--- src/rtl/bpcmd_pkg.sv ---
package bpcmd_pkg;

  localparam int RSN_W = 4;

  typedef enum logic [RSN_W-1:0] {
    RSN_NONE      = 4'd0,
    RSN_IRQ       = 4'd1,
    RSN_SUSPEND   = 4'd2,
    RSN_HALT      = 4'd3,
    RSN_SELFPRED  = 4'd4,
    RSN_UNPRED    = 4'd5,
    RSN_HIT       = 4'd6,
    RSN_WRONG_DIR = 4'd7,
    RSN_WRONG_TGT = 4'd8
  } reason_e;

  typedef struct packed {
    logic squash;
    logic update;
    logic taken;
  } plan_t;

  typedef enum logic [1:0] {
    ST_IDLE = 2'd0,
    ST_SQ   = 2'd1,
    ST_UP   = 2'd2
  } state_e;

  localparam logic KIND_SQUASH = 1'b0;
  localparam logic KIND_UPDATE = 1'b1;

endpackage

--- src/rtl/bpcmd_rst_sync.sv ---
module bpcmd_rst_sync #(
  parameter int STAGES = 2
) (
  input  logic clk,
  input  logic rst_n,
  output logic rst_n_sync
);
  logic [STAGES-1:0] sync_q;

  always_ff @(posedge clk or negedge rst_n) begin
    if (!rst_n) sync_q <= '0;
    else        sync_q <= {sync_q[STAGES-2:0], 1'b1};
  end

  assign rst_n_sync = sync_q[STAGES-1];
endmodule

--- src/rtl/bpcmd_classify.sv ---
module bpcmd_classify
  import bpcmd_pkg::*;
(
  input  logic [RSN_W-1:0] reason,
  input  logic             fault,
  input  logic             tried,
  output plan_t            plan
);
  always_comb begin
    plan = '0;
    if (!fault && tried) begin
      case (reason)
        RSN_UNPRED: begin
          plan.squash = 1'b1;
          plan.update = 1'b1;
          plan.taken  = 1'b1;
        end
        RSN_HIT: begin
          plan.update = 1'b1;
        end
        RSN_WRONG_DIR: begin
          plan.squash = 1'b1;
          plan.update = 1'b1;
          plan.taken  = 1'b0;
        end
        RSN_WRONG_TGT: begin
          plan.squash = 1'b1;
          plan.taken  = 1'b1;
        end
        default: plan = '0;
      endcase
    end
  end
endmodule

--- src/rtl/bpcmd_hold.sv ---
module bpcmd_hold #(
  parameter int W = 8
) (
  input  logic         clk,
  input  logic         rst_n,
  input  logic         en,
  input  logic [W-1:0] d,
  output logic [W-1:0] q
);
  logic [W-1:0] q_next;

  always_comb begin
    q_next = q;
    if (en) q_next = d;
  end

  always_ff @(posedge clk or negedge rst_n) begin
    if (!rst_n) q <= '0;
    else        q <= q_next;
  end
endmodule

--- src/rtl/bpcmd_issue_fsm.sv ---
module bpcmd_issue_fsm
  import bpcmd_pkg::*;
(
  input  logic  clk,
  input  logic  rst_n,
  input  logic  rec_valid,
  input  plan_t plan,
  input  logic  cmd_ready,
  output logic  rec_ready,
  output logic  cmd_valid,
  output logic  cmd_kind,
  output logic  cmd_taken,
  output logic  capture
);
  state_e state_q, state_d;
  logic   upd_pend_q, upd_pend_d;
  logic   taken_q, taken_d;

  assign rec_ready = (state_q == ST_IDLE);
  assign capture   = rec_valid && rec_ready;

  always_comb begin
    state_d    = state_q;
    upd_pend_d = upd_pend_q;
    taken_d    = taken_q;
    case (state_q)
      ST_IDLE: begin
        if (capture) begin
          upd_pend_d = plan.update;
          taken_d    = plan.taken;
          if (plan.squash)      state_d = ST_SQ;
          else if (plan.update) state_d = ST_UP;
        end
      end
      ST_SQ: begin
        if (cmd_ready) state_d = upd_pend_q ? ST_UP : ST_IDLE;
      end
      ST_UP: begin
        if (cmd_ready) state_d = ST_IDLE;
      end
      default: state_d = ST_IDLE;
    endcase
  end

  always_ff @(posedge clk or negedge rst_n) begin
    if (!rst_n) begin
      state_q    <= ST_IDLE;
      upd_pend_q <= 1'b0;
      taken_q    <= 1'b0;
    end else begin
      state_q    <= state_d;
      upd_pend_q <= upd_pend_d;
      taken_q    <= taken_d;
    end
  end

  assign cmd_valid = (state_q == ST_SQ) || (state_q == ST_UP);
  assign cmd_kind  = (state_q == ST_UP) ? KIND_UPDATE : KIND_SQUASH;
  assign cmd_taken = (state_q == ST_SQ) && taken_q;
endmodule

--- src/rtl/bpcmd_sequencer.sv ---
module bpcmd_sequencer
  import bpcmd_pkg::*;
#(
  parameter int SEQ_W  = 16,
  parameter int TID_W  = 2,
  parameter int ADDR_W = 32
) (
  input  logic              clk,
  input  logic              rst_n,
  input  logic              in_valid,
  output logic              in_ready,
  input  logic [RSN_W-1:0]  in_reason,
  input  logic              in_fault,
  input  logic              in_tried,
  input  logic [SEQ_W-1:0]  in_seq,
  input  logic [TID_W-1:0]  in_tid,
  input  logic [ADDR_W-1:0] in_target,
  output logic              cmd_valid,
  input  logic              cmd_ready,
  output logic              cmd_kind,
  output logic [SEQ_W-1:0]  cmd_seq,
  output logic [TID_W-1:0]  cmd_tid,
  output logic [ADDR_W-1:0] cmd_target,
  output logic              cmd_taken
);
  localparam int REC_W = SEQ_W + TID_W + ADDR_W;

  logic              rst_n_int;
  plan_t             plan;
  logic              capture;
  logic [REC_W-1:0]  rec_q;
  logic [ADDR_W-1:0] tgt_q;

  bpcmd_rst_sync #(.STAGES(2)) u_rst (
    .clk        (clk),
    .rst_n      (rst_n),
    .rst_n_sync (rst_n_int)
  );

  bpcmd_classify u_cls (
    .reason (in_reason),
    .fault  (in_fault),
    .tried  (in_tried),
    .plan   (plan)
  );

  bpcmd_issue_fsm u_fsm (
    .clk       (clk),
    .rst_n     (rst_n_int),
    .rec_valid (in_valid),
    .plan      (plan),
    .cmd_ready (cmd_ready),
    .rec_ready (in_ready),
    .cmd_valid (cmd_valid),
    .cmd_kind  (cmd_kind),
    .cmd_taken (cmd_taken),
    .capture   (capture)
  );

  bpcmd_hold #(.W(REC_W)) u_rec (
    .clk   (clk),
    .rst_n (rst_n_int),
    .en    (capture),
    .d     ({in_seq, in_tid, in_target}),
    .q     (rec_q)
  );

  assign cmd_seq    = rec_q[REC_W-1 -: SEQ_W];
  assign cmd_tid    = rec_q[ADDR_W +: TID_W];
  assign tgt_q      = rec_q[ADDR_W-1:0];
  assign cmd_target = (cmd_valid && cmd_kind == KIND_SQUASH) ? tgt_q : '0;
endmodule

--- config.mk ---
export PLATFORM = sky130hd
export DESIGN_NAME = bpcmd_sequencer
export DESIGN_NICKNAME = d
export VERILOG_FILES = /design/src/rtl/bpcmd_pkg.sv /design/src/rtl/bpcmd_rst_sync.sv /design/src/rtl/bpcmd_classify.sv /design/src/rtl/bpcmd_hold.sv /design/src/rtl/bpcmd_issue_fsm.sv /design/src/rtl/bpcmd_sequencer.sv
export SDC_FILE = /design/constraint.sdc
export NUM_CORES = 1
export LEC_CHECK = 0
export BUFFER_PORTS_ARGS = -buffer_cell sky130_fd_sc_hd__clkbuf_2
export CAP_MARGIN = 20
export CORE_ASPECT_RATIO = 1.2
export CORE_MARGIN = 1.5
export CORE_UTILIZATION = 37
export DETAILED_ROUTE_END_ITERATION = 8
export PLACE_DENSITY = 0.62
export SLEW_MARGIN = 20
export SYNTH_ARGS = -nofsm -noshare
export SYNTH_HDL_FRONTEND = slang
export SYNTH_SLANG_ARGS = --single-unit
--- constraint.sdc ---
create_clock -name clk -period 4.64 [get_ports clk]
set_input_delay 0.232 -clock clk [delete_from_list [all_inputs] [get_ports clk]]
set_output_delay 0.232 -clock clk [all_outputs]
set_load 0.02 [all_outputs]
Word-level counts from Yosys, hierarchy flattened

Index checks and enable logic that the tools add are counted.

Bits in registers: 56
Input port bits: 60

Equal/unequal tests: 10
Mux-type cells: 13
Bitwise logic cells: 1
Reduce and logical (&&, ||, !) cells: 12

Operator list:

| kind                                                            | number |
|---|---|
| 32-bit two-way mux                                              | 1 |
| 4-bit by 3-bit == test with 1-bit output, second input constant | 3 |
| 2-bit two-way mux                                               | 6 |
| 2-bit != test, second input constant                            | 3 |
| 2-bit one-hot mux with 3 select lines                           | 1 |
| 3-bit OR reduction                                              | 2 |
| 4-bit == test, second input constant                            | 1 |
| 1-bit logical AND                                               | 4 |
| 1-bit two-way mux                                               | 4 |
| 4-bit AND reduction                                             | 1 |
| 3-bit two-way mux                                               | 1 |
| 3-bit by 2-bit != test with 1-bit output, second input constant | 1 |
| 2-bit by 1-bit == test with 1-bit output, second input constant | 1 |
| 2-bit == test, second input constant                            | 1 |
| 2-bit logical NOT                                               | 1 |
| 2-bit AND reduction                                             | 1 |
| 2-bit OR reduction                                              | 1 |
| 1-bit logical NOT                                               | 1 |
| 1-bit logical OR                                                | 1 |
| 1-bit NOT                                                       | 1 |

Longest topological paths before layout

Gate-level depths: netlist of run 1.

Depth after elaboration: 8
Mapped depth: 6
Depth with buffers taken out: 6

Hierarchy

A second synthesis of run 1 with hierarchy kept.

Cells, all modules: 181
Area, all modules: 2852.7 um2

Modules (own cells, without submodules):

| module          | instances | cells an instance | area an instance (um2) | sequential area each (um2) |
|---|---|---|---|---|
| bpcmd_hold      | 1         | 106               | 2113.3                 | 1251.2 |
| bpcmd_sequencer | 1         | 38                | 357.8                  | 0.0 |
| bpcmd_issue_fsm | 1         | 26                | 270.3                  | 100.1 |
| bpcmd_classify  | 1         | 8                 | 57.6                   | 0.0 |
| bpcmd_rst_sync  | 1         | 3                 | 53.8                   | 50.0 |

Worst setup path before layout of run 1

Ideal clock, no wire load.

Path type: flip-flop to flip-flop
Start point: reg u_fsm.state_q[0]
End point: reg u_rec.q[5]
Arrival time: 1477 ps
Setup slack: 3036 ps
Cell stages (with the launch flop): 6
Buffers on the path: 1
Cell sequence: dfrtp_1 > inv_1 > ha_1 > nand2_4 > buf_6 > mux2_1

Word-level cells in the longest chain between the ends: 2

Ends and longest elaborated chain:

| item                   | RTL line              | source |
|---|---|---|
| from (decl)            | bpcmd_issue_fsm.sv:15 | `state_e state_q, state_d;` |
| from (signal assigned) | bpcmd_issue_fsm.sv:51 | `state_q <= state_d;` |
| 2-bit logical NOT      | bpcmd_issue_fsm.sv:19 | `assign rec_ready = (state_q == ST_IDLE);` |
| net in_ready           | bpcmd_sequencer.sv:11 | `output logic in_ready,` |
| 1-bit logical AND      | bpcmd_issue_fsm.sv:20 | `assign capture = rec_valid && rec_ready;` |
| to (signal assigned)   | bpcmd_hold.sv:19      | `else q <= q_next;` |
| to (decl)              | bpcmd_hold.sv:8       | `output logic [W-1:0] q` |

The timed path passes the listed nets, and every way through them passes these cells.
A chain may end at the register's enable or synchronous reset.

Worst setup path in the final report of run 1

Start point: reg u_fsm.state_q[1]
End point: out cmd_target[11]

Word-level cells in the longest chain between the ends: 5
Elaborated cells between the ends (all ways): 7
Those cells by class: eq/ne (2); mux (2); bitwise (1); reduce/logical (2)

Ends and longest elaborated chain:

| item                   | RTL line                                     | source |
|---|---|---|
| 2-bit == test          | bpcmd_issue_fsm.sv:57, bpcmd_issue_fsm.sv:58 |  |
| 1-bit two-way mux      | bpcmd_issue_fsm.sv:58                        | `assign cmd_kind = (state_q == ST_UP) ? KIND_UPDATE : KIND_SQUASH;` |
| 1-bit NOT              | bpcmd_sequencer.sv:71                        | `assign cmd_target = (cmd_valid && cmd_kind == KIND_SQUASH) ? tgt_q : '0;` |
| 1-bit logical AND (*)  | bpcmd_sequencer.sv:71                        |  |
| 32-bit two-way mux (*) | bpcmd_sequencer.sv:71                        |  |
| to (decl)              | bpcmd_sequencer.sv:23                        | `output logic [ADDR_W-1:0] cmd_target,` |

Mark *: on every way between the ends. The rest lies on a longest branch, timed or not.

==> results.md, run 1 <==
- Setup ws final: roughly 2.4 ns
- Comb power frac: 42.6%
- Clock Skew: 0.0135 ns
- Seq/Total Area, Yosys: around 54%
- Startpoint Class: flop
- CTS Sinks: between 50 and 60
- Ant diodes: 0
- RSZ-0062 raised after global routing: false
- Fraction of layout instances using a drive strength above 1: 58.6%
- Post-cts sizing count: 0
- Power Dens Cells: between 600 and 700 nW/um^2
- First-pass GRT wire length: 7.38 mm
- Slew Viols, Final: 0
- Syn Area/Cell: between 10 and 15 um^2
- Slew HR: between 30% and 40%
- Sequential power share: a little over two fifths
- Die ar.: approximately 7500 um^2
- Pint: 1.23 mW
- Flops & latches, synth: between 50 and 60
- Largest net degree at the start of global routing: between 50 and 60
- Initial core utilization: a little under two fifths
- Worst setup startpoint: u_fsm.state_q[1]
- Fillers: 648
- Gr usage total: 12.6%
- Die width: 79.2 um
- Most common cell after layout, fill and taps aside: clkbuf_2
- WL final: 4.57 mm
- TritonCTS clock tree: yes
- Synth warnings: 0
- Final GP Congestion: between 0.7 and 0.8
- Data required, critical path: between 4 and 5 ns
- Fin util: a little under half
- Htree depth: 2
- Hold Buf Count CTS: 1
- Ranking of synthesized cells by area: dfrtp_1 (54%), mux2_2 (20%), and2_1 (8.0%)
- PortBufs: 113
- Critical Path End Type: primary output
- Largest stage delay, worst path: between 0.7 and 0.8 ns
- Syn nets: between 200 and 300
- Critical path class: reg2out
- Site Rows: 33
- Synth Cell Area: 2580 um^2
- Pre-CTS setup slack: 2.70 ns
- Hold path startpoint: in_target[8]
- Grt ovf: 0
- Fmax: 452 MHz
- Status: completed
- P_sw: 0.683 mW
- Fin Setup TNS: 0 ns
- Most frequent cells in the layout: clkbuf_2 (113), dfrtp_1 (55), mux2_2 (46)
- Root Driver: clkbuf_8
- Top-area cell type share of the netlist area: between 50% and 60%
- Post-route minimum period: 2.21 ns
- Inserted Clock Buffers: 5
- Via density per instance: approximately 4.5
- Vias in the first global route: roughly 1700
- Initial DRC Count: 39
- Worst-Margin Slew: ~0.91 ns
- Clk pwr share: 14.1%
- Clk slew on worst S/H paths: 0.09 ns
- HPWL after DPL: between 3 and 4 mm
- Worst flop-to-flop path startpoint: u_fsm.state_q[0]
- Mapped Cells: 193
- Static Leak: 1.60 nW
- Core ar.: 6770 um^2
- Final setup fails: 0
- Setup bufs post-CTS: 0
- Largest fanout on the critical path: 32
- Critical path data arrival time: about 2.0 ns
- Crit path cell chain: inv_1, ha_1, and2_1, clkbuf_2
- Die Span Y: approximately 94 um
- Post-DRT Antenna Nets: 0
- Worst ir drop on vdd: 227 uV
- DRC viols: 0
- Router iterations before antenna repair: 4
- Post-synth top area cell: dfrtp_1
- Wire per inst: 12.1 um
- Netlist cell types: 26
- Final Cycle Share: between 40% and 50%
- Clk buf depth: 2
- Layout overhead on the synthesized area: 22.7%
- Vias after detailed routing: between 1500 and 2000
- Final Hold Viols: 0
- Max-Cap Viols: 0
- Initial antenna violation count: 0
- Slowest-stage cell, CP: ha_1
- Clk_lat worst skew: about 0.3 ns
- Net Sw Frac: roughly 36%
- Hold Path Class: in2reg
- Io pins: around 110
- Final net count: 353
area by class of cell:
class                           count  area (um^2)  area share [%]
Clock buffer                        7         86.3            2.73
Clock inverter                      1         7.51           0.237
Inverter                            3         11.3           0.356
Multi-Input combinational cell    108          962            30.4
Sequential cell                    56         1400            44.4
Tap cell                           87          109            3.44
Timing Repair Buffer              115          583            18.4
path summary, 6_finish.rpt:
check | end | slack [ns] | cells after the start
max in group asynchronous | u_rec.q[4] | 3.59 | 1
worst min-delay path | u_rec.q[8] | 0.15 | 2
worst min register to register | u_rec.q[26] | 0.25 | 0
min in group asynchronous | u_rst.sync_q[1] | 0.24 | 2
worst max-delay path | cmd_target[11] | 2.43 | 4
worst max register to register | u_rec.q[33] | 2.74 | 4
kinds of logic (layout without fill, tap and decap cells):
kind of cell	after synthesis	after routing	share of synthesized area (%)
buf+inv	29	126	8.30
compound gates	12	12	3.11
simple gates	41	41	10.3
flops	56	56	54.4
other cells	1	1	0.145
fa+ha+maj	4	4	1.94
mux	50	50	21.8
power groups by stage:
stage | Sequential (mW) | Combinational, mW | Clock [mW]
global placement | 0.830 | 0.817 | 0
floorplan | 0.809 | 0.754 | 0
global route | 0.863 | 0.885 | 0.306
finish | 0.828 | 0.814 | 0.269
detailed placement | 0.839 | 0.830 | 0
CTS | 0.829 | 0.832 | 0.287
registers in the layout (all words and copies together) (netlist names):
| register | flops |
|---|---|
| u_fsm.state_q | 2 |
| u_fsm.upd_pend_q | 1 |
| u_fsm.taken_q | 1 |
| u_rec.q | 50 |
| u_rst.sync_q | 2 |
critical path: cells and delay by family, from the launching register on:
kind | cells | cell delay (ns)
fa+ha+maj | 1 | 0.77
flops | 1 | 0.39
buf+inv | 2 | 0.28
simple gates | 1 | 0.24
cell usage after synthesis, drive strengths merged:
cell type  instances
dfrtp             56
mux2              50
and2              33
buf               23
ha                 4
o21ai              4
clkbuf             3
inv                3
nand2              3
a21oi              2
a21boi             1
a22o               1
a31o               1
and3b              1
conb               1
nand2b             1
nor2               1
nor2b              1
nor4b              1
o2111ai            1
o2bb2ai            1
o31ai              1
metrics by stage:
step           power (mW)  cell area [um^2]  hold slack [ns]  cells
3_5_place_dp         1.67              3060           0.0212    368
6_report             1.91              3160            0.153    377
5_1_grt              2.05              3160            0.132    377
3_3_place_gp         1.65              3060           0.0198    368
4_1_cts              1.95              3160            0.139    377
2_1_floorplan        1.56              2580          -0.0636    193
metal layers:
metal	vias up	wire, um	share of wire, %	global-route usage, %
li1	821	-	-	-
met1	817	1880	41	14.3
met2	61	2350	51	21.9
met3	4	280	6.1	2.80
met4	0	65	1.4	6.58
met5	-	0	0	0
(Power assumes the default switching activity.)
==> run 2: changes to the inputs <==
Clock period 4.64 ns to 2.2 ns, I/O delays scaled along.
==> results.md, run 2 (synthesis results as in run 1) <==
- Status: completed (unchanged)
- Largest register FFs: 50 (unchanged)
- Hold path cells: 2 (unchanged)
- Crit path buffers/inverters: 3 (was 2)
- Critical Path Stages: 5 (was 4)
- Initial core utilization: 38.1% (unchanged)
- Reg2reg path depth: 5 (was 4)
- Final Cycle Share: about 87%
- Inserted Clock Buffers: 5 (unchanged)
- Router iterations before antenna repair: 2 (was 4)
- Critical path data arrival time: 1.80 ns (was 1.98 ns)
- Crit-path leading delay family: buffers and inverters (was adder cells)
- Ant diodes: 0 (unchanged)
- Final GP Congestion: 0.759 (was 0.779)
- Slowest-stage cell, CP: dfrtp_1 (was ha_1)
- Root Driver: clkbuf_8 (unchanged)
- Largest stage delay, worst path: 0.39 ns (was 0.77 ns)
- Post-cts sizing count: 0 (unchanged)
- Multi-input logic area: 962 um^2 (unchanged)
- Initial antenna violation count: 0 (unchanged)
- Grt ovf: 0 (unchanged)
- Clk buf depth: 2 (unchanged)
- Fraction of layout instances using a drive strength above 1: 58.9% (was 58.6%)
- Vias in the first global route: 1767 (was 1666)
- Worst-Margin Slew: 0.530 ns (was 0.908 ns)
- Post-route minimum period: between 1.5 and 2 ns
- Placed inst area: 3090 um^2 (was 3060 um^2)
- HPWL after DPL: 3.51 mm (was 3.33 mm)
- Clock Skew: 0.0111 ns (was 0.0135 ns)
- Reg-to-Reg End: u_rec.q[6] (was u_rec.q[33])
- Design Area, Final: 3210 um^2 (was 3160 um^2)
- Hold EP: u_rec.q[23] (was u_rec.q[8])
- Via density per instance: 4.53 (was 4.52)
- Register area: 1400 um^2 (unchanged)
- Clk slew on worst S/H paths: 0.10 ns (was 0.09 ns)
- Worst R2R Setup Slack: 0.49 ns (was 2.74 ns)
- Startpoint Class: flop (unchanged)
- Critical path class: reg2out (unchanged)
- Most common cell after layout, fill and taps aside: clkbuf_2 (unchanged)
- Hold Path Class: in2reg (unchanged)
- Final setup fails: 0 (unchanged)
- Die width: 79.2 um (unchanged)
- Initial DRC Count: 40 (was 39)
- Max-Cap Viols: 0 (unchanged)
- Power Dens Cells: 1290 nW/um^2 (was 604 nW/um^2)
- Post-DRT Antenna Nets: 0 (unchanged)
- Clk_lat worst skew: 0.30 ns (about the same)
- RSZ-0062 raised after global routing: false (unchanged)
- Core ar.: 6770 um^2 (unchanged)
- CTS Sinks: 56 (unchanged)
- Final Hold Viols: 0 (unchanged)
- Final net count: 356 (was 353)
- Critical Path End Type: primary output (unchanged)
- Most frequent cells in the layout: clkbuf_2 (113), dfrtp_1 (55), mux2_2 (46) (unchanged)
- Largest fanout on the critical path: 21 (was 32)
- Static Leak: 1.62 nW (was 1.60 nW)
- Htree depth: 2 (unchanged)
- Hold path startpoint: in_target[23] (was in_target[8])
- Fillers: 672 (was 648)
- Site Rows: 33 (unchanged)
- Setup ws final: 0.289 ns (was 2.43 ns)
- Worst ir drop on vdd: 510 uV (was 227 uV)
- First-pass GRT wire length: 7.64 mm (was 7.38 mm)
- Top flop regs: u_rec.q: 50 flops, u_fsm.state_q: 2 flops, u_rst.sync_q: 2 flops (unchanged)
- Fmax: about 520 MHz
- Gr usage total: 13.0% (was 12.6%)
- TritonCTS clock tree: yes (unchanged)
- Fin util: 47.3% (was 46.7%)
- Final Total Pwr: 4.13 mW (was 1.91 mW)
- Worst flop-to-flop path startpoint: u_fsm.state_q[0] (unchanged)
- Largest reg by FF count: u_rec.q (unchanged)
- Die Span Y: 94.4 um (unchanged)
- Layout overhead on the synthesized area: 24.4% (was 22.7%)
- Hold slack final: 0.0305 ns (was 0.153 ns)
- Placed Cells: 371 (was 368)
- Vias after detailed routing: 1715 (was 1703)
- Pre-CTS setup slack: 0.489 ns (was 2.70 ns)
- Die ar.: 7480 um^2 (unchanged)
- Finished Layout Cells: 379 (was 377)
- DRC viols: 0 (unchanged)
- PortBufs: 113 (unchanged)
- WL final: 4.67 mm (was 4.57 mm)
- Wire per inst: 12.3 um (was 12.1 um)
- Largest net degree at the start of global routing: 34 (was 55)
- Crit path cell chain: inv_1, ha_1, buf_4, and2_1, clkbuf_2 (was inv_1, ha_1, and2_1, clkbuf_2)
- Fin Setup TNS: 0 ns (unchanged)
- Data required, critical path: 2.09 ns (was 4.41 ns)
- Slew Viols, Final: 0 (unchanged)
- Slew HR: 64.6% (was 39.5%)
- Io pins: 114 (unchanged)
run 2: cell types whose count changed in the layout (fill, tap and decap cells not counted):
cell / previous run / this run
buf_4: 1 / 3
bufinv_16: 0 / 1
clkinvlp_4: 1 / 0
clkbuf_8: 6 / 5
buf_12: 0 / 1
run 2: cell type report:
class,count,area share [%]
repair buffers,118,19.3
clock inverters,1,0.937
flip-flops and latches,56,43.8
multi-input cells,108,30.0
clock buffers,6,2.26
well taps,87,3.40
inverters,3,0.351
run 2: worst max-delay path by stage:
stage / from / endpoint / slack, ns
5_1_grt: u_fsm.state_q[1] / cmd_target[25] / 0.13
3_5_place_dp: u_fsm.state_q[0] / u_rec.q[35] / 0.49
3_3_place_gp: u_fsm.state_q[0] / u_rec.q[44] / 0.52
2_1_floorplan: u_rst.sync_q[1] / u_fsm.state_q[0] / 0.53
4_1_cts: u_fsm.state_q[1] / cmd_target[25] / 0.23
6_report: u_fsm.state_q[1] / cmd_target[31] / 0.29
run 2: timing repair:
action                                  CTS  global route
buffers inserted                          0             0
endpoints found under the setup margin    0             0
hold buffers                              1             0
hold endpoints to repair                  2             0
run 2: per-layer routing:
layer  share of wire (%)  vias to the layer above  global-route usage [%]
met5                   0                        -                       0
met4                 1.5                        0                    4.68
met3                 6.6                        6                    4.06
met2                  51                       64                    23.3
met1                  41                      822                    14.4
li1                    -                      823                       -
run 2: worst reg2reg max path: stages (launching register included):
cell	delay (ns)
dfrtp_1	0.42
inv_1	0.08
ha_1	0.29
nand2_4	0.09
buf_4	0.34
mux2_2	0.39
run 2: power by group:
group | switching, mW | leakage (nW) | internal (mW) | total [mW]
Clock | 0.306 | 0.0513 | 0.334 | 0.641
Sequential | 0.221 | 0.662 | 1.52 | 1.74
Combinational | 0.914 | 0.908 | 0.831 | 1.74
==> run 3: changes to the inputs <==
Settings changed: BUFFER_PORTS_ARGS -buffer_cell sky130_fd_sc_hd__clkbuf_2 to unset, CELL_PAD_IN_SITES_DETAIL_PLACEMENT set to 1, CELL_PAD_IN_SITES_GLOBAL_PLACEMENT set to 2, DONT_BUFFER_PORTS set to 1, PLACE_DENSITY 0.62 to 0.72.
==> results.md, run 3 (synthesis results as in run 1) <==
- Inserted Clock Buffers: 5 (unchanged)
- Initial core utilization: 38.1% (unchanged)
- Final Total Pwr: 3.90 mW (was 4.13 mW)
- Startpoint Class: flop (unchanged)
- Critical path class: reg2reg (was reg2out)
- WL final: 5.84 mm (was 4.67 mm)
- Vias in the first global route: 1754 (was 1767)
- Reg2reg path depth: 5 (unchanged)
- Final setup fails: 0 (unchanged)
- Site Rows: 33 (unchanged)
- Vias after detailed routing: 1574 (was 1715)
- Grt ovf: 0 (unchanged)
- Final net count: 294 (was 356)
- Clk pwr share: 14.0% (was 15.5%)
- Core ar.: 6770 um^2 (unchanged)
- Htree depth: 2 (unchanged)
- Initial antenna violation count: 0 (unchanged)
- Critical Path End Type: flop (was primary output)
- Largest fanout on the critical path: 33 (was 21)
- CP endpoint: u_rec.q[27] (was cmd_target[31])
- Hold Path Class: in2async (was in2reg)
- Final Hold Viols: 0 (unchanged)
- Fraction of layout instances using a drive strength above 1: 25.5% (was 58.9%)
- Fin Setup TNS: 0 ns (unchanged)
- Power Dens Cells: 1250 nW/um^2 (was 1290 nW/um^2)
- Worst setup startpoint: u_fsm.state_q[0] (was u_fsm.state_q[1])
- Post-route minimum period: 1.93 ns (was 1.91 ns)
- Data required, critical path: 2.39 ns (was 2.09 ns)
- Critical path data arrival time: 2.12 ns (was 1.80 ns)
- Io pins: 114 (unchanged)
- Post-DRT Antenna Nets: 0 (unchanged)
- CTS Sinks: 56 (unchanged)
- Initial DRC Count: 50 (was 40)
- Die ar.: 7480 um^2 (unchanged)
- Static Leak: 1.34 nW (was 1.62 nW)
- Comb power frac: 34.3% (was 42.3%)
- RSZ-0062 raised after global routing: false (unchanged)
- Final Cycle Share: 87.7% (was 86.9%)
- Slew Viols, Final: 0 (unchanged)
- Net Sw Frac: 37.9% (was 34.9%)
- Largest reg by FF count: u_rec.q (unchanged)
- Most common cell after layout, fill and taps aside: dfrtp_1 (was clkbuf_2)
- TritonCTS clock tree: yes (unchanged)
- Clk slew on worst S/H paths: 0.10 ns (about the same)
- Die width: 79.2 um (unchanged)
- Worst ir drop on vdd: 633 uV (was 510 uV)
- Largest register FFs: 50 (unchanged)
- PortBufs: 0 (was 113)
- Wire per inst: 18.4 um (was 12.3 um)
- Reg-to-Reg End: u_rec.q[27] (was u_rec.q[6])
- Sequential power share: 51.8% (was 42.2%)
- Largest net degree at the start of global routing: 55 (was 34)
- Max-Cap Viols: 0 (unchanged)
- Die Span Y: 94.4 um (unchanged)
- Fillers: 708 (was 672)
- Final GP Congestion: 0.669 (was 0.759)
- Top flop regs: u_rec.q: 50 flops, u_fsm.state_q: 2 flops, u_rst.sync_q: 2 flops (unchanged)
- Placed Cells: 258 (was 371)
- Layout overhead on the synthesized area: 21.6% (was 24.4%)
- HPWL after DPL: 3.84 mm (was 3.51 mm)
- Gr usage total: 15.8% (was 13.0%)
- Most frequent cells in the layout: dfrtp_1 (55), dlygate4sd3_1 (52), mux2_2 (46) (was clkbuf_2 (113), dfrtp_1 (55), mux2_2 (46))
- First-pass GRT wire length: 9.00 mm (was 7.64 mm)
- Clk_lat worst skew: 0.30 ns (about the same)
- Worst flop-to-flop path startpoint: u_fsm.state_q[0] (unchanged)
- Fmax: 518 MHz (was 523 MHz)
- DRC viols: 0 (unchanged)
- Via density per instance: 4.95 (was 4.53)
- Pint: 2.42 mW (was 2.69 mW)
- P_sw: 1.48 mW (was 1.44 mW)
- Router iterations before antenna repair: 3 (was 2)
- Status: completed (unchanged)
- Clk buf depth: 2 (unchanged)
- Root Driver: clkbuf_8 (unchanged)
- Post-cts sizing count: 0 (unchanged)
- Ant diodes: 0 (unchanged)
- Worst R2R Setup Slack: 0.27 ns (was 0.49 ns)
- Finished Layout Cells: 318 (was 379)
- Clock Skew: 0.0149 ns (was 0.0111 ns)
==> run 3: timing repair <==
| action | CTS | global route |
|---|---|---|
| hold endpoints to repair | 53 | 0 |
| setup buffers | 0 | 0 |
| hold buffers | 52 | 0 |
==> run 3: layout make-up <==
type / instances / area [um^2] / share of cell area, %
clock buffers: 7 / 76.3 / 2.44
inverters: 3 / 11.3 / 0.359
flip-flops and latches: 56 / 1400 / 44.8
repair buffers: 56 / 563 / 18.0
multi-input cells: 108 / 962 / 30.7
clock inverters: 1 / 8.76 / 0.280
well taps: 87 / 109 / 3.47
==> run 3: power by group through the flow <==
stage / Combinational, mW / Clock (mW) / Sequential, mW
2_1_floorplan: 1.59 / 0 / 1.71
3_3_place_gp: 1.18 / 0 / 2.00
3_5_place_dp: 1.28 / 0 / 2.04
4_1_cts: 1.36 / 0.568 / 2.02
5_1_grt: 1.44 / 0.606 / 2.08
6_report: 1.34 / 0.546 / 2.02
==> run 3: routing by layer <==
metal	vias up	routed length, um	GRT usage [%]
met5	-	0	0
met4	0	102	5.26
met3	10	287	3.57
met2	57	3460	31.6
met1	810	2000	15.6
li1	697	-	-
==> run 3: metrics by stage <==
stage	hold slack, ns	area (um^2)	utilization (%)	setup slack [ns]
after global placement	-0.186	2530	37.3	0.430
after CTS	0.0222	3130	46.3	0.263
after global routing	0.0139	3130	46.3	0.174
after detailed placement	-0.186	2530	37.3	0.293
after floorplan	-0.186	2580	-	0.526
final	0.0339	3130	46.3	0.270
==> run 3: worst min-delay path by stage <==
stage / slack (ns) / endpoint / cells after the start
floorplan: -0.19 / u_rst.sync_q[0] / 0
global placement: -0.19 / u_rst.sync_q[1] / 0
detailed placement: -0.19 / u_rst.sync_q[1] / 0
CTS: 0.02 / u_rst.sync_q[0] / 1
global route: 0.01 / u_rst.sync_q[0] / 1
finish: 0.03 / u_rst.sync_q[0] / 1
==> run 3: worst max-delay path, stage by stage, from the launching register on <==
cell and delay, ns:
dfrtp_1 0.45, inv_1 0.09, ha_1 0.37, nand2_4 0.12
buf_4 0.36, mux2_2 0.40
